**src/rtl/i2cm_pkg.sv**
```systemverilog
package i2cm_pkg;
  localparam logic [4:0] OFS_DIV   = 5'h00;
  localparam logic [4:0] OFS_CTRL  = 5'h01;
  localparam logic [4:0] OFS_CMD   = 5'h02;
  localparam logic [4:0] OFS_ESTAT = 5'h03;
  localparam logic [4:0] OFS_TXD   = 5'h04;
  localparam logic [4:0] OFS_RXD   = 5'h05;
  localparam logic [4:0] OFS_FCTL  = 5'h06;
  localparam logic [4:0] OFS_TGT   = 5'h0A;
  localparam logic [4:0] OFS_OWN   = 5'h0B;
  localparam logic [4:0] OFS_WCNT  = 5'h0C;
  localparam logic [4:0] OFS_IEN   = 5'h0D;
  localparam logic [4:0] OFS_ISTS  = 5'h0E;
  localparam logic [4:0] OFS_WAIT  = 5'h0F;
  localparam logic [4:0] OFS_TMO   = 5'h10;
  localparam logic [4:0] OFS_GCALL = 5'h11;

  // event bit positions
  localparam int EV_NACK = 25, EV_AACK = 13, EV_DONE = 12, EV_ARB = 11;
  localparam int EV_FULL = 4, EV_EMPTY = 3, EV_HI = 2, EV_BERR = 0;

  localparam logic [31:0] EV_MASK  = (32'd1 << EV_NACK) | (32'd1 << EV_AACK) |
                                     (32'd1 << EV_DONE) | (32'd1 << EV_ARB)  |
                                     (32'd1 << EV_FULL) | (32'd1 << EV_EMPTY)|
                                     (32'd1 << EV_HI)   | (32'd1 << EV_BERR);
  localparam logic [31:0] ERR_MASK = (32'd1 << EV_NACK) | (32'd1 << EV_ARB) |
                                     (32'd1 << EV_BERR);
  localparam logic [31:0] CTRL_KEEP = 32'hFFFF_0053;
  localparam int CTRL_SRST = 8;
  localparam int FCTL_FLUSH = 16;

  // next sticky status: clears applied first, then sets, so a set wins
  function automatic logic [31:0] sts_next(input logic [31:0] cur,
                                           input logic [31:0] set,
                                           input logic [31:0] clr);
    return ((cur & ~clr) | set) & EV_MASK;
  endfunction
endpackage

```
**src/rtl/i2cm_sts_irq.sv**
```systemverilog
module i2cm_sts_irq
  import i2cm_pkg::*;
(
  input  logic        clk,
  input  logic        rst_n,
  input  logic        srst,
  input  logic        en_wr,
  input  logic        clr_wr,
  input  logic [31:0] wdata,
  input  logic [31:0] evt,
  output logic [31:0] sts,
  output logic [31:0] en,
  output logic        irq,
  output logic        err_pend
);
  logic [31:0] clr_vec;
  logic [31:0] set_vec;
  logic        pend;

  assign clr_vec = clr_wr ? wdata : 32'd0;
  assign set_vec = evt & EV_MASK;
  assign pend    = |(sts & en);

  always_ff @(posedge clk or negedge rst_n) begin
    if (!rst_n) begin
      sts <= '0;
      en  <= '0;
      irq <= 1'b0;
    end else begin
      sts <= srst ? 32'd0 : sts_next(sts, set_vec, clr_vec);
      if (en_wr) en <= wdata & EV_MASK;
      irq <= pend;
    end
  end

  assign err_pend = |(sts & ERR_MASK);

  AST_SET_STICKY: assert property (@(posedge clk) disable iff (!rst_n)
    (set_vec != 0 && !srst) |=> ((sts & $past(set_vec)) == $past(set_vec)));
  AST_NO_SPURIOUS_SET: assert property (@(posedge clk) disable iff (!rst_n)
    ((sts & ~$past(sts)) & ~$past(evt)) == 0);
  AST_CLEAR_CAUSED: assert property (@(posedge clk) disable iff (!rst_n)
    !$past(srst) |-> ((~sts & $past(sts)) & ~$past(clr_vec)) == 0);
  AST_IRQ_RISE: assert property (@(posedge clk) disable iff (!rst_n)
    pend |=> irq);
  AST_IRQ_FALL: assert property (@(posedge clk) disable iff (!rst_n)
    !pend |=> !irq);
endmodule

```
**src/rtl/i2cm_cmd_ctl.sv**
```systemverilog
module i2cm_cmd_ctl
  import i2cm_pkg::*;
(
  input  logic        clk,
  input  logic        rst_n,
  input  logic        ctrl_wr,
  input  logic        cmd_wr,
  input  logic [31:0] wdata,
  output logic [31:0] ctrl,
  output logic [4:0]  cmd,
  output logic        go,
  output logic        srst
);
  always_ff @(posedge clk or negedge rst_n) begin
    if (!rst_n) begin
      ctrl <= '0;
      cmd  <= '0;
      go   <= 1'b0;
      srst <= 1'b0;
    end else begin
      go   <= cmd_wr;
      srst <= ctrl_wr & wdata[CTRL_SRST];
      if (ctrl_wr) ctrl <= wdata & CTRL_KEEP;
      if (cmd_wr)  cmd  <= wdata[7:3];
    end
  end

  AST_SRST_ONE_CYCLE: assert property (@(posedge clk) disable iff (!rst_n)
    srst && !$past(ctrl_wr) |-> 1'b0);
  AST_SRST_DROPS: assert property (@(posedge clk) disable iff (!rst_n)
    (srst && !ctrl_wr) |=> !srst);
  AST_GO_FROM_WRITE: assert property (@(posedge clk) disable iff (!rst_n)
    go |-> $past(cmd_wr));
endmodule

```
**src/rtl/i2cm_reg_unit.sv**
```systemverilog
module i2cm_reg_unit
  import i2cm_pkg::*;
#(
  parameter int DIV_W = 16,
  parameter int TMO_W = 16,
  parameter int CNT_W = 8
) (
  input  logic             clk,
  input  logic             rst_n,
  input  logic             bus_wr,
  input  logic             bus_rd,
  input  logic [4:0]       bus_addr,
  input  logic [31:0]      bus_wdata,
  output logic [31:0]      bus_rdata,
  input  logic [31:0]      evt_pulse,
  input  logic [31:0]      eng_status,
  input  logic [CNT_W-1:0] fifo_wcnt,
  input  logic [7:0]       rx_byte,
  output logic             tx_push,
  output logic [7:0]       tx_byte,
  output logic             rx_pop,
  output logic             fifo_flush,
  output logic             soft_rst,
  output logic             cmd_go,
  output logic             cmd_start,
  output logic             cmd_stop,
  output logic             cmd_read,
  output logic             cmd_write,
  output logic             cmd_ack,
  output logic [31:0]      cfg_ctrl,
  output logic [DIV_W-1:0] cfg_div,
  output logic [7:0]       cfg_target,
  output logic [9:0]       cfg_own,
  output logic [7:0]       cfg_gcall,
  output logic [15:0]      cfg_fifo_thr,
  output logic [TMO_W-1:0] cfg_wait,
  output logic [TMO_W-1:0] cfg_timeout,
  output logic             irq,
  output logic             err_pend
);
  localparam int NOFS = 32;

  logic [NOFS-1:0] wsel;
  logic [31:0]     sts_w, en_w, rd_mux;
  logic [4:0]      cmd_w;
  logic            flush_q;

  assign wsel = bus_wr ? (NOFS'(1) << bus_addr) : '0;

  i2cm_cmd_ctl u_cmd (
    .clk(clk), .rst_n(rst_n),
    .ctrl_wr(wsel[OFS_CTRL]), .cmd_wr(wsel[OFS_CMD]), .wdata(bus_wdata),
    .ctrl(cfg_ctrl), .cmd(cmd_w), .go(cmd_go), .srst(soft_rst)
  );

  i2cm_sts_irq u_sts (
    .clk(clk), .rst_n(rst_n), .srst(soft_rst),
    .en_wr(wsel[OFS_IEN]), .clr_wr(wsel[OFS_ISTS]), .wdata(bus_wdata),
    .evt(evt_pulse), .sts(sts_w), .en(en_w), .irq(irq), .err_pend(err_pend)
  );

  assign {cmd_start, cmd_stop, cmd_read, cmd_write, cmd_ack} = cmd_w;

  always_ff @(posedge clk or negedge rst_n) begin
    if (!rst_n) begin
      cfg_div      <= '0;
      cfg_target   <= '0;
      cfg_own      <= '0;
      cfg_gcall    <= '0;
      cfg_fifo_thr <= '0;
      cfg_wait     <= '0;
      cfg_timeout  <= '0;
      flush_q      <= 1'b0;
    end else begin
      flush_q <= wsel[OFS_FCTL] & bus_wdata[FCTL_FLUSH];
      if (wsel[OFS_DIV])   cfg_div      <= bus_wdata[DIV_W-1:0];
      if (wsel[OFS_TGT])   cfg_target   <= bus_wdata[7:0];
      if (wsel[OFS_OWN])   cfg_own      <= bus_wdata[9:0];
      if (wsel[OFS_GCALL]) cfg_gcall    <= bus_wdata[7:0];
      if (wsel[OFS_FCTL])  cfg_fifo_thr <= bus_wdata[15:0];
      if (wsel[OFS_WAIT])  cfg_wait     <= bus_wdata[TMO_W-1:0];
      if (wsel[OFS_TMO])   cfg_timeout  <= bus_wdata[TMO_W-1:0];
    end
  end

  assign fifo_flush = flush_q | soft_rst;
  assign tx_push    = wsel[OFS_TXD];
  assign tx_byte    = bus_wdata[7:0];
  assign rx_pop     = bus_rd && (bus_addr == OFS_RXD);

  always_comb begin
    case (bus_addr)
      OFS_DIV:   rd_mux = 32'(cfg_div);
      OFS_CTRL:  rd_mux = cfg_ctrl;
      OFS_CMD:   rd_mux = {24'd0, cmd_w, 3'd0};
      OFS_ESTAT: rd_mux = eng_status;
      OFS_RXD:   rd_mux = {24'd0, rx_byte};
      OFS_FCTL:  rd_mux = {16'd0, cfg_fifo_thr};
      OFS_TGT:   rd_mux = {24'd0, cfg_target};
      OFS_OWN:   rd_mux = {22'd0, cfg_own};
      OFS_WCNT:  rd_mux = 32'(fifo_wcnt);
      OFS_IEN:   rd_mux = en_w;
      OFS_ISTS:  rd_mux = sts_w;
      OFS_WAIT:  rd_mux = 32'(cfg_wait);
      OFS_TMO:   rd_mux = 32'(cfg_timeout);
      OFS_GCALL: rd_mux = {24'd0, cfg_gcall};
      default:   rd_mux = 32'd0;
    endcase
  end

  always_ff @(posedge clk or negedge rst_n) begin
    if (!rst_n)      bus_rdata <= '0;
    else if (bus_rd) bus_rdata <= rd_mux;
  end

  AST_RDATA_HOLD: assert property (@(posedge clk) disable iff (!rst_n)
    !$past(bus_rd) |-> $stable(bus_rdata));
  AST_FLUSH_ON_SRST: assert property (@(posedge clk) disable iff (!rst_n)
    soft_rst |-> fifo_flush);
  AST_ERR_IMPLIES_STS: assert property (@(posedge clk) disable iff (!rst_n)
    err_pend |-> (sts_w != 0));
endmodule

```
**config.mk**
```make
export PLATFORM = sky130hd
export DESIGN_NAME = i2cm_reg_unit
export DESIGN_NICKNAME = d
export VERILOG_FILES = /design/src/rtl/i2cm_pkg.sv /design/src/rtl/i2cm_sts_irq.sv /design/src/rtl/i2cm_cmd_ctl.sv /design/src/rtl/i2cm_reg_unit.sv
export SDC_FILE = /design/constraint.sdc
export NUM_CORES = 1
export LEC_CHECK = 0
export BUFFER_PORTS_ARGS = -buffer_cell sky130_fd_sc_hd__buf_4
export CORE_AREA = 5 5 137 139
export DETAILED_ROUTE_END_ITERATION = 8
export DIE_AREA = 0 0 142 144
export GPL_TIMING_DRIVEN = 1
export HOLD_SLACK_MARGIN = 0.08
export PLACE_DENSITY_LB_ADDON = 0.15
export SKIP_LAST_GASP = 1
export SLEW_MARGIN = 0
export SYNTH_ARGS = -nofsm -noshare
export SYNTH_HDL_FRONTEND = slang
export SYNTH_HIERARCHICAL = 1
export SYNTH_SLANG_ARGS = --single-unit
```
**constraint.sdc**
```tcl
create_clock -name clk -period 1.35 [get_ports clk]
set_input_delay 0.135 -clock clk [delete_from_list [all_inputs] [get_ports clk]]
set_output_delay 0.135 -clock clk [all_outputs]
set_load 0.02 [all_outputs]
```
======== After elaboration in Yosys (flattened, before gate mapping) ========
Index checks and enable logic that the tools add are counted.
operators by class
  add/subtract/negate cells ............... 0
  multipliers ............................. 0
  divide/modulo/power cells ............... 0
  $lt $le $gt $ge ......................... 0
  eq/ne operators ......................... 13
  shift operators ......................... 1
  multiplexer cells ....................... 4
  bitwise logic cells ..................... 7
  reduce and logical (&&, ||, !) cells .... 4
operators by type and width
  cell                                               count
  case mux 32 bit (14 select lines)                  1
  AND 26 bit                                         2
  2-to-1 mux 26 bit                                  2
  OR reduction 32 bit                                1
  == test 5 x 4 -> 1 bit (second input constant)     6
  inverter 26 bit                                    1
  bitwise OR 26 bit                                  1
  2-to-1 mux 18 bit                                  1
  << shifter 1 x 5 -> 18 bit (first input constant)  1
  == test 5 x 2 -> 1 bit (second input constant)     2
  == test 5 x 3 -> 1 bit (second input constant)     2
  == test 5 bit (second input constant)              2
  == test 5 x 1 -> 1 bit (second input constant)     1
  zero test 5 bit                                    1
  OR reduction 3 bit                                 1
  AND 1 bit                                          2
  logical AND 1 bit                                  1
  bitwise OR 1 bit                                   1
storage, ports and cells
  bits in registers ....................... 185
  latch bits .............................. 0
  RAM bits ................................ 0
  ROM bits ................................ 0
  input bits .............................. 121
  output and inout bits ................... 174
  word-level logic and storage cells ...... 45
  memories kept ........................... 0

======== Longest topological paths before layout ========
Gate-level depths: netlist of the first run.
  word-level depth ........................ 7
  depth in mapped cells ................... 8
  gate-level depth less buffers ........... 5

======== By module ========
The synthesis of the first run kept the hierarchy.
modules (own cells, without submodules)
  module         times used  cells each  area each (µm²)  sequential area each (µm²)
  i2cm_reg_unit  1           552         6,448.7          3,078.0
  i2cm_cmd_ctl   1           68          1,151.1          675.6
  i2cm_sts_irq   1           97          1,103.6          425.4

======== Worst setup path before layout of the first run ========
OpenSTA, ideal clock, no wires.
  kind .................................... input to register
  start point ............................. input bus_addr[4]
  end point ............................... register u_sts.en[0]
  setup time .............................. 0.125 ns
  data arrival time ....................... 1.599 ns
  required time ........................... 1.225 ns
  path slack .............................. -0.374 ns
  stages .................................. 7
  path buffers ............................ 3
  cell sequence ........................... buf_2 > nand3b_1 > nor2_1 > clkbuf_1 > and2_1 > buf_6 > mux2_4
on the way
  longest elaborated chain between the ends .. 2
RTL lines
  what                        RTL line             text
  from (decl)                 i2cm_reg_unit.sv:12  input logic [4:0] bus_addr,
  << shifter 1 x 5 -> 18 bit  i2cm_reg_unit.sv:48  assign wsel = bus_wr ? (NOFS'(1) << bus_addr) : '0;
  2-to-1 mux 18 bit           i2cm_reg_unit.sv:48
  named net wsel[13]          i2cm_reg_unit.sv:43  logic [NOFS-1:0] wsel;
  to (signal assigned)        i2cm_sts_irq.sv:31   if (en_wr) en <= wdata & EV_MASK;
  to (decl)                   i2cm_sts_irq.sv:12   output logic [31:0] en,
The timed path passes the listed nets, and every way through them passes these cells.
A chain may end at the register's enable or synchronous reset.

======== Final worst setup path of the first run ========
  start point ............................. register u_sts.sts[0]
  end point ............................... output err_pend
on the way
  longest elaborated chain between the ends .. 1
RTL lines
  what                    RTL line             text
  from (decl)             i2cm_sts_irq.sv:11   output logic [31:0] sts,
  from (signal assigned)  i2cm_sts_irq.sv:30   sts <= srst ? 32'd0 : sts_next(sts, set_vec, clr_vec);
  OR reduction 3 bit      i2cm_sts_irq.sv:36   assign err_pend = |(sts & ERR_MASK);
  to (decl)               i2cm_reg_unit.sv:39  output logic err_pend
Every way passes these cells.

==> results of run 1 <==
==> cells in the final DEF (no fill, tap or decap), drive strengths merged, types with 22 or more instances in the layout <==
cell	n
a22oi	57
conb	60
dlygate4sd3	56
inv	27
mux2i	26
nor2	22
mux2	124
o21ai	22
buf	368
dfrtp	167
==> power groups by stage <==
stage	Sequential [mW]	Combinational, mW	Clock, mW
2_1_floorplan	7.23	1.44	0
3_3_place_gp	6.51	4.19	0
3_5_place_dp	6.53	4.25	0
4_1_cts	6.44	4.40	4.89
5_1_grt	6.55	4.69	5.05
6_report	6.47	4.44	4.82
==> through the flow <==
step / cells / util, % / area (sq um) / setup WS (ns) / hold slack, ns
after detailed placement: 1259 / 65.2 / 11400 / -0.366 / 0.0874
final: 1354 / 72.4 / 12700 / -0.113 / 0.0925
after global placement: 1259 / 65.2 / 11400 / -0.356 / 0.0888
after CTS: 1349 / 71.8 / 12600 / -0.142 / 0.0810
after floorplan: 775 / - / 9080 / -0.350 / -0.161
after global routing: 1354 / 72.4 / 12700 / -0.150 / 0.0972
==> registers in the layout, summed over array words and instances, names as in the netlist <==
signal and cells:
bus_rdata 32, u_cmd/ctrl 20, cfg_div 16, cfg_fifo_thr 16, cfg_timeout 16, cfg_wait 16, cfg_own 10, cfg_gcall 8
cfg_target 8, u_sts/en 8, u_sts/sts 8, u_cmd/cmd 5, flush_q 1, u_cmd/go 1, u_cmd/srst 1, u_sts/irq 1
==> kinds of logic after synthesis <==
kind of cell / Yosys count / synth area share (%)
buffers and inverters: 129 / 9.53
DFF: 167 / 48.0
and+or+nand+nor: 85 / 5.85
AOI/OAI and AO/OA: 183 / 15.8
muxes: 150 / 20.6
xor gates and xnor gates: 1 / 0.101
other: 2 / 0.0863
==> worst max-delay path: cells and delay by family (launching register included) <==
| family | cells | cell delay [ns] |
|---|---|---|
| DFF | 1 | 0.38 |
| buffers and inverters | 1 | 0.14 |
| and+or+nand+nor | 1 | 0.39 |
==> timing repair <==
item / 4_1_cts / 5_1_grt
hold buffers: 56 / 0
resized for setup: 4 / 15
pin swaps: 1 / 6
gates cloned: 0 / 0
buffers inserted: 2 / 4
endpoints found under the setup margin: 3 / 18
endpoints found under the hold margin: 310 / 0
==> worst max-delay path by stage <==
stage                                        from                     endpoint  slack [ns]  depth (start not counted)
after CTS                  u_sts/sts[0]$_DFF_PN0_                     err_pend       -0.14                          2
after detailed placement              bus_addr[4]    bus_rdata[11]$_DFFE_PN0P_       -0.37                          7
after floorplan                       bus_addr[2]  cfg_timeout[10]$_DFFE_PN0P_       -0.35                          7
after global routing      u_sts/sts[11]$_DFF_PN0_                     err_pend       -0.15                          2
final                      u_sts/sts[0]$_DFF_PN0_                     err_pend       -0.11                          2
after global placement                bus_addr[4]    bus_rdata[15]$_DFFE_PN0P_       -0.36                          7
==> per-layer routing <==
layer  vias to the layer above  wire length (um)  global-route usage, %  share of wire, %
met2                       297             15200                   49.4                50
li1                       3330                 -                      -                 -
met1                      3683             12300                   37.3                41
met5                         -                 0                      0                 0
met4                         0               451                   7.47               1.5
met3                        33              2240                   7.37               7.4
==> cell type report <==
type                       instances  share of cell area [%]
clock inverter                    15                    1.17
clock buffer                      17                    3.35
sequential                       167                    32.9
antenna                            1                  0.0197
inverter                          22                   0.651
timing repair buffer             424                    27.6
multi-input combinational        479                    32.1
tap                              229                    2.26
==> reports/qor.txt, run 1 <==
Setup TNS: -0.113 ns
fin crit share: 108%
ys async rst share: 100%
Max VDD drop: 0.892 mV
final setup fails: 1
Synth cell types: 55
clk buf depth: 2
Final Total Pwr: 15.7 mW
Critical Path RT: 1.22 ns
dominant cells by area after synthesis: dfrtp_1 (48%), mux2_2 (11%), mux2_4 (6.4%), buf_4 (6.1%), a22oi_1 (4.9%)
DRT Pass-1 Iters: 5
Internal Pwr Total: 10.8 mW
violated checks: setup timing
crit-path max cell delay: 0.39 ns
top-count cell post-synth: dfrtp_1
Netlist Area Pre-Place: 8700 sq um
Flop pwr share: 41.1%
clk sinks: 167
clk_lat worst skew: 0.43 ns
CP cell instances: or3_4, buf_6
nets: 1232
Synth Flop Type: dfrtp_1
WS Path Type: register to output port
register area: 4180 sq um
crit-path max FO: 2
DIE AREA: 20400 sq um
switching pwr: 4.98 mW
Post-Route Skew: 0.00718 ns
HP Start: eng_status[27]
critical path startpoint category: register
routed len/inst: 22.3 um
f_max: 683 MHz
worst hold stages: 4
IO Port Bufs: 258
layout cells sized above 1: 50.4%
GP Congestion: 0.867
Die X: 142 um
Clk Tree Root Cell: clkbuf_16
Avg Inst Size Synth: 12.1 sq um
ANT nets after route: 0
initial antenna violation count: 1
switching share of power: 31.6%
Post-synth top cells: dfrtp_1 (167), mux2_2 (87), buf_4 (71)
final-report hold violation count: 0
Crit-path slowest cell: or3_4
standard-cell rows: 49
Hold Path Class: primary input to register
gr usage total: 29.0%
Final min period: 1.46 ns
clock power share: 30.7%
Max Cap Viol: 0
r2r setup slk: 0.03 ns
top cell type's share of synthesized area: 48.0%
EDFF count, synth: 0
Hold Path End: bus_rdata[27]$_DFFE_PN0P_
Worst-path clk slew: 0.06 ns
Power per Cell Area: 1240 nW/um^2
post-synthesis cell count: 717
largest net degree at the start of global routing: 42
number of fill cells: 1345
TritonCTS buffer count: 17
Synthesis Warnings: 6
share of the yosys chip area belonging to registers: 48.0%
Leakage Power: 6.10 nW
Slew Viols, Final: 0
setup ws final: -0.113 ns
number of global-route vias before repair: 7676
RSZ-0062 raised after global routing: true
Comb power frac: 28.2%
Worst EP arrival: 1.33 ns
reg2reg end: bus_rdata[4]$_DFFE_PN0P_
initial core utilization: 49.6%
Detailed Route Iter0 Violations: 455
reg2reg start: cfg_wait[4]$_DFFE_PN0P_
Register-to-Register Path Depth: 4
area of the multi-input gates: 4070 sq um
CP Capture Type: output port
DP HPWL: 22.2 mm
drt total wl: 30.2 mm
DRC violations left: 0
synth-to-layout area growth: 45.9%
CTS tree: done
#FFs+latches synth: 167
num ports: 295
Vias: 7343
core area: 17500 sq um
Yosys top cell by area: dfrtp_1
Die Ht: 144 um
grt ovf: 0
H-tree lvl count: 4
status: complete, but fails checks
vias per cell: 5.42
first-pass GRT wire length: 45.1 mm
(Power assumes the default switching activity.)
==> run 2: changes to the inputs <==
--- a/config.mk
+++ b/config.mk
@@ -11,7 +11,7 @@
 export DIE_AREA = 0 0 142 144
 export GPL_TIMING_DRIVEN = 1
 export HOLD_SLACK_MARGIN = 0.08
-export PLACE_DENSITY_LB_ADDON = 0.15
+export PLACE_DENSITY = 0.8
 export SKIP_LAST_GASP = 1
 export SLEW_MARGIN = 0
 export SYNTH_ARGS = -nofsm -noshare
==> run 2 against run 1 <==
  * Global-route usage up 0.84 points
  * Fmax down 0.93%
  * Flip-flop and latch count unchanged
  * Total power up 1.1%
  * Critical endpoint unchanged
  * Highest routed layer unchanged
  * Design area down 0.18%
  * The flow still finishes with violations (setup timing)
  * Via count up 1.9%
  * Clock skew up 0.0019 ns
  * Register-to-register slack worse by 0.02 ns
  * First-iteration DRC count up 18%
  * Clock power up 4%
  * Sequential share of layout area up 0.058 points
==> reports/qor.txt, run 2 (synthesis results as in run 1) <==
CTS tree: done
reg2reg end: bus_rdata[0]$_DFFE_PN0P_
gr usage total: 29.9% (+0.84 points)
initial core utilization: 49.6% (unchanged)
Worst-path clk slew: 0.07 ns (about the same)
Worst EP arrival: 1.34 ns (about the same)
num ports: 295 (unchanged)
Max Cap Viol: 0 (unchanged)
leading cell type in the layout, fill and taps excluded: buf_4
Flop pwr share: 41.0% (about the same)
max FFs per register: 32 (unchanged)
clk buf depth: 2 (unchanged)
r2r setup slk: 0.01 ns (-0.02 ns)
number of fill cells: 1234 (-8.3%)
Final min period: 1.48 ns (+0.0137 ns)
dpl cells: 1253 (-0.48%)
grt ovf: 0 (unchanged)
Critical Path RT: 1.22 ns (about the same)
Clk Tree Root Cell: clkbuf_16
CP Capture Type: output port
DIE AREA: 20400 sq um (unchanged)
Comb power frac: 27.6% (-0.6 points)
Final Cell Area: 12700 sq um (-0.18%)
Vias: 7484 (+1.9%)
nets: 1218 (-1.1%)
switching share of power: 31.0% (-0.59 points)
Slew Viols, Final: 0 (unchanged)
GP Congestion: 0.926 (+6.8%)
first-pass GRT wire length: 46.6 mm (+3.4%)
critical path startpoint category: register
delay-heaviest family, CP: simple AND/OR/NAND/NOR gates
ANT nets after route: 0 (unchanged)
setup ws final: -0.127 ns (-0.0137 ns)
largest net degree at the start of global routing: 34 (-19%)
CP cell instances: or3_4, buf_6
DRC violations left: 0 (unchanged)
routed metal-1 wirelength: 12.2 mm (-0.89%)
placed cell area: 11400 sq um (+0.15%)
Max VDD drop: 0.870 mV (-2.5%)
most frequent cells in the layout: buf_4 (338), dfrtp_1 (167), mux2_2 (77), conb_1 (60), a22oi_1 (55)
final setup fails: 1 (unchanged)
CP startpoint: u_sts/sts[11]$_DFF_PN0_
vias per cell: 5.59 (+3.0%)
f_max: 677 MHz (-0.93%)
violated checks: setup timing
Detailed Route Iter0 Violations: 539 (+18%)
initial antenna violation count: 1 (unchanged)
Power per Cell Area: 1260 nW/um^2 (+1.2%)
Register-to-Register Path Depth: 6 (+2)
fin cells: 1340 (-1.0%)
Regs by FF count: bus_rdata (32), u_cmd/ctrl (20)
status: complete, but fails checks
RSZ-0062 raised after global routing: true
final-report hold violation count: 0 (unchanged)
clock power share: 31.4% (+0.7 points)
crit path capture: err_pend
WS Path Type: register to output port
DP HPWL: 22.8 mm (+2.8%)
clk_lat worst skew: 0.43 ns (about the same)
standard-cell rows: 49 (unchanged)
Crit-path slowest cell: or3_4
CP Buf/Inv Count: 1 (unchanged)
Post-Route Skew: 0.00906 ns (+0.00187 ns)
IO Port Bufs: 258 (unchanged)
TritonCTS buffer count: 17 (unchanged)
met3 wire length: 2.71 mm (+21%)
CP Depth: 2 (unchanged)
H-tree lvl count: 4 (unchanged)
core area: 17500 sq um (unchanged)
Hold Path Class: primary input to register
routed len/inst: 22.9 um (+2.7%)
number of global-route vias before repair: 8111 (+5.7%)
layout cells sized above 1: 50.2% (-0.26 points)
Die Ht: 144 um (unchanged)
switching pwr: 4.94 mW (-0.83%)
Final Total Pwr: 15.9 mW (+1.1%)
synth-to-layout area growth: 45.6%
DRT Pass-1 Iters: 5 (unchanged)
reg2reg start: u_sts/sts[0]$_DFF_PN0_
routed wl met2: 15.0 mm (-1.1%)
fin crit share: 109% (+1.0 points)
drt total wl: 30.7 mm (+1.6%)
Internal Pwr Total: 11.0 mW (+1.9%)
Leakage Power: 6.06 nW (-0.63%)
Largest Register: bus_rdata
Post-Place Setup Slack: -0.413 ns (-0.0476 ns)
highest metal used: met4
clk sinks: 167 (unchanged)
crit-path max cell delay: 0.39 ns (about the same)
Die X: 142 um (unchanged)
crit-path max FO: 2 (unchanged)
-- run 2: layout make-up --
type                    instances  area, sq um  share of cell area [%]
clock buffers                  23          498                    3.93
well taps                     229          287                    2.26
multi-input cells             479         4070                    32.1
inverters                      22         82.6                   0.652
flip-flops and latches        167         4180                    33.0
clock inverters                 9          115                   0.908
repair buffers                410         3440                    27.2
diodes                          1         2.50                  0.0197
-- run 2: layer usage --
metal,track usage (%),up-vias
met5,0,-
met4,9.39,0
met3,8.93,58
met2,50.2,364
met1,37.3,3752
li1,-,3310
-- run 2: worst min path at each step --
stage,cells past startpoint,startpoint,slack [ns],endpoint
finish,3,rx_byte[3],0.08,bus_rdata[3]$_DFFE_PN0P_
global route,3,rx_byte[2],0.09,bus_rdata[2]$_DFFE_PN0P_
floorplan,0,rst_n,-0.16,bus_rdata[0]$_DFFE_PN0P_
detailed placement,1,rst_n,0.07,cfg_target[4]$_DFFE_PN0P_
global placement,1,rst_n,0.07,cfg_target[4]$_DFFE_PN0P_
CTS,4,eng_status[18],0.08,bus_rdata[18]$_DFFE_PN0P_
-- run 2: repair_timing --
item / CTS / global route
pin swaps: 2 / 4
buffers inserted: 3 / 0
setup endpoints to repair: 4 / 18
resized for setup: 7 / 10
hold buffers: 51 / 0
endpoints found under the hold margin: 308 / 0
-- run 2: power by group through the flow --
| stage | logic (mW) | registers [mW] | clock network (mW) |
|---|---|---|---|
| floorplan | 1.44 | 7.23 | 0 |
| global placement | 4.16 | 6.55 | 0 |
| detailed placement | 4.23 | 6.57 | 0 |
| CTS | 4.38 | 6.49 | 5.07 |
| global route | 4.64 | 6.61 | 5.29 |
| finish | 4.39 | 6.52 | 4.99 |
-- run 2: worst register-to-register path, cell delays in order (launching register included) --
cell	delay (ns)
dfrtp_1	0.39
buf_4	0.14
buf_4	0.13
mux2i_1	0.14
a211oi_1	0.10
a211oi_1	0.18
a32oi_1	0.12
-- run 2: per-stage QoR --
step                      utilization, %  TNS (ns)  hold WS, ns
after floorplan                        -    -25.68       -0.161
after global placement              65.3    -39.21       0.0654
after detailed placement            65.3    -43.62       0.0693
after CTS                           72.0    -0.194       0.0823
after global routing                72.3    -0.265       0.0877
final                               72.3    -0.127       0.0801
==> run 3: changes to the inputs <==
--- a/config.mk
+++ b/config.mk
@@ -12,6 +12,7 @@
 export GPL_TIMING_DRIVEN = 1
 export HOLD_SLACK_MARGIN = 0.08
 export PLACE_DENSITY = 0.8
+export SETUP_SLACK_MARGIN = 0.5
 export SKIP_LAST_GASP = 1
 export SLEW_MARGIN = 0
 export SYNTH_ARGS = -nofsm -noshare
==> run 3 against run 2 <==
  * The run ends with DRC, setup timing left
  * Routed wire length up 52%
  * Final cell count up 13%
  * Non-clock buffer count up 170
  * Design area up 23%
  * Critical path type unchanged
==> reports/qor.txt, run 3 (synthesis results as in run 1) <==
Final Total Pwr: 18.3 mW (+15%)
Die X: 142 um (unchanged)
Crit-path slowest cell: dfrtp_1
setup ws final: -0.231 ns (-0.104 ns)
synth-to-layout area growth: 78.7%
worst-margin pin slew: 0.511 ns
Slew Viols, Final: 0 (unchanged)
area of the multi-input gates: 4620 sq um (+14%)
number of global-route vias before repair: 9779 (+21%)
Regs by FF count: bus_rdata (32), u_cmd/ctrl (20)
Post-Route Skew: 0.0188 ns (+0.00976 ns)
worst hold stages: 2 (-1)
reg2reg end: bus_rdata[9]$_DFFE_PN0P_
status: complete, but fails checks
critical path startpoint category: register
DRT Pass-1 Iters: 9 (+4)
gr usage total: 39.1% (+9.2 points)
Die Ht: 144 um (unchanged)
clk buf depth: 2 (unchanged)
RSZ-0062 raised after global routing: true
clk sinks: 167 (unchanged)
largest net degree at the start of global routing: 59 (+74%)
Worst-path clk slew: 0.08 ns (about the same)
nets: 1389 (+14%)
crit-path max cell delay: 0.44 ns (+0.05 ns)
grt ovf: 0 (unchanged)
initial core utilization: 49.6% (unchanged)
H-tree lvl count: 4 (unchanged)
DP HPWL: 22.1 mm (-3.4%)
Hold Path End: cfg_wait[7]$_DFFE_PN0P_
register area: 4190 sq um (+0.21%)
routed len/inst: 30.9 um (+35%)
leading cell type in the layout, fill and taps excluded: buf_4
violated checks: DRC, setup timing
most frequent cells in the layout: buf_4 (287), buf_6 (206), dfrtp_1 (160), mux2_4 (69), conb_1 (60)
final-report hold violation count: 0 (unchanged)
CP Capture Type: output port
Worst EP arrival: 1.45 ns (+0.11 ns)
Leakage Power: 7.37 nW (+22%)
layout cells sized above 1: 62.9% (+13 points)
IO Port Bufs: 258 (unchanged)
standard-cell rows: 49 (unchanged)
Slew Limit Headroom: 65.9%
Post-Place Setup Slack: -0.458 ns (-0.0450 ns)
initial antenna violation count: 1 (unchanged)
r2r setup slk: -0.19 ns (-0.20 ns)
Vias: 9553 (+28%)
fin crit share: 117% (+7.7 points)
clk_lat worst skew: 0.44 ns (about the same)
CP Depth: 2 (unchanged)
CP cell instances: or3_4, buf_6
Hold Path Class: primary input to register
delay-heaviest family, CP: flip-flops
HP Start: bus_wdata[7]
DRC violations left: 1 (+1)
first-pass GRT wire length: 59.7 mm (+28%)
DIE AREA: 20400 sq um (unchanged)
core area: 17500 sq um (unchanged)
final setup fails: 10 (+9)
CP Buf/Inv Count: 1 (unchanged)
Final min period: 1.58 ns (+0.104 ns)
Largest Register: bus_rdata
ANT nets after route: 0 (unchanged)
Max VDD drop: 0.934 mV (+7.3%)
Max Cap Viol: 0 (unchanged)
TritonCTS buffer count: 17 (unchanged)
Register-to-Register Path Depth: 4 (-2)
num ports: 295 (unchanged)
max FFs per register: 32 (unchanged)
WS Path Type: register to output port
CTS tree: done
Power per Cell Area: 1180 nW/um^2 (-6.1%)
number of fill cells: 649 (-47%)
drt total wl: 46.7 mm (+52%)
crit-path max FO: 2 (unchanged)
GP Congestion: 0.919 (-0.70%)
vias per cell: 6.32 (+13%)
Clk Tree Root Cell: clkbuf_16
Detailed Route Iter0 Violations: 1072 (+99%)
reg2reg start: cfg_fifo_thr[9]$_DFFE_PN0P_
Critical Path RT: 1.22 ns (about the same)
f_max: 633 MHz (-6.6%)
[run 3: power breakdown]
part | switching, mW | total (mW) | internal, mW
combinational | 3.07 | 6.70 | 3.63
clock | 2.49 | 4.95 | 2.46
sequential | 0.918 | 6.68 | 5.76
total | 6.48 | 18.3 | 11.9
[run 3: how the worst max path moves through the flow]
stage | start | endpoint | slack [ns]
global placement | bus_addr[2] | bus_rdata[9]$_DFFE_PN0P_ | -0.39
CTS | u_sts/sts[11]$_DFF_PN0_ | err_pend | -0.16
floorplan | bus_addr[2] | cfg_timeout[10]$_DFFE_PN0P_ | -0.35
global route | u_sts/sts[11]$_DFF_PN0_ | err_pend | -0.22
detailed placement | bus_addr[2] | bus_rdata[5]$_DFFE_PN0P_ | -0.46
finish | u_sts/sts[0]$_DFF_PN0_ | err_pend | -0.23
[run 3: layout make-up]
class	instances	area share (%)
Multi-Input combinational cell	480	29.7
Sequential cell	167	26.9
Timing Repair Buffer	580	37.4
Antenna cell	1	0.0161
Inverter	22	0.531
Clock inverter	14	0.861
Tap cell	229	1.84
Clock buffer	18	2.76
[run 3: through the flow]
stage | hold slack (ns) | instance area [sq um] | utilization (%) | TNS (ns) | std cells
global placement | -0.0374 | 11400 | 65.1 | -43.11 | 1253
detailed placement | -0.0372 | 11400 | 65.1 | -47.36 | 1253
finish | 0.0412 | 15600 | 88.7 | -0.779 | 1511
global route | 0.0303 | 15600 | 88.7 | -0.984 | 1511
floorplan | -0.161 | 9150 | - | -25.86 | 775
CTS | 0.00618 | 14700 | 84.0 | -0.158 | 1452
[run 3: what timing repair did]
action | CTS | global route
setup buffers | 118 | 54
pin swaps | 36 | 36
setup endpoints to repair | 320 | 320
endpoints found under the hold margin | 300 | 30
gates cloned | 8 | 2
hold buffers | 41 | 2
gates resized for setup | 310 | 83
[run 3: metal layers]
metal	share of wire, %	global-route usage [%]
met2	45	63.9
met3	12	12.7
met1	34	44.2
met5	0.16	0
met4	8.9	25.2
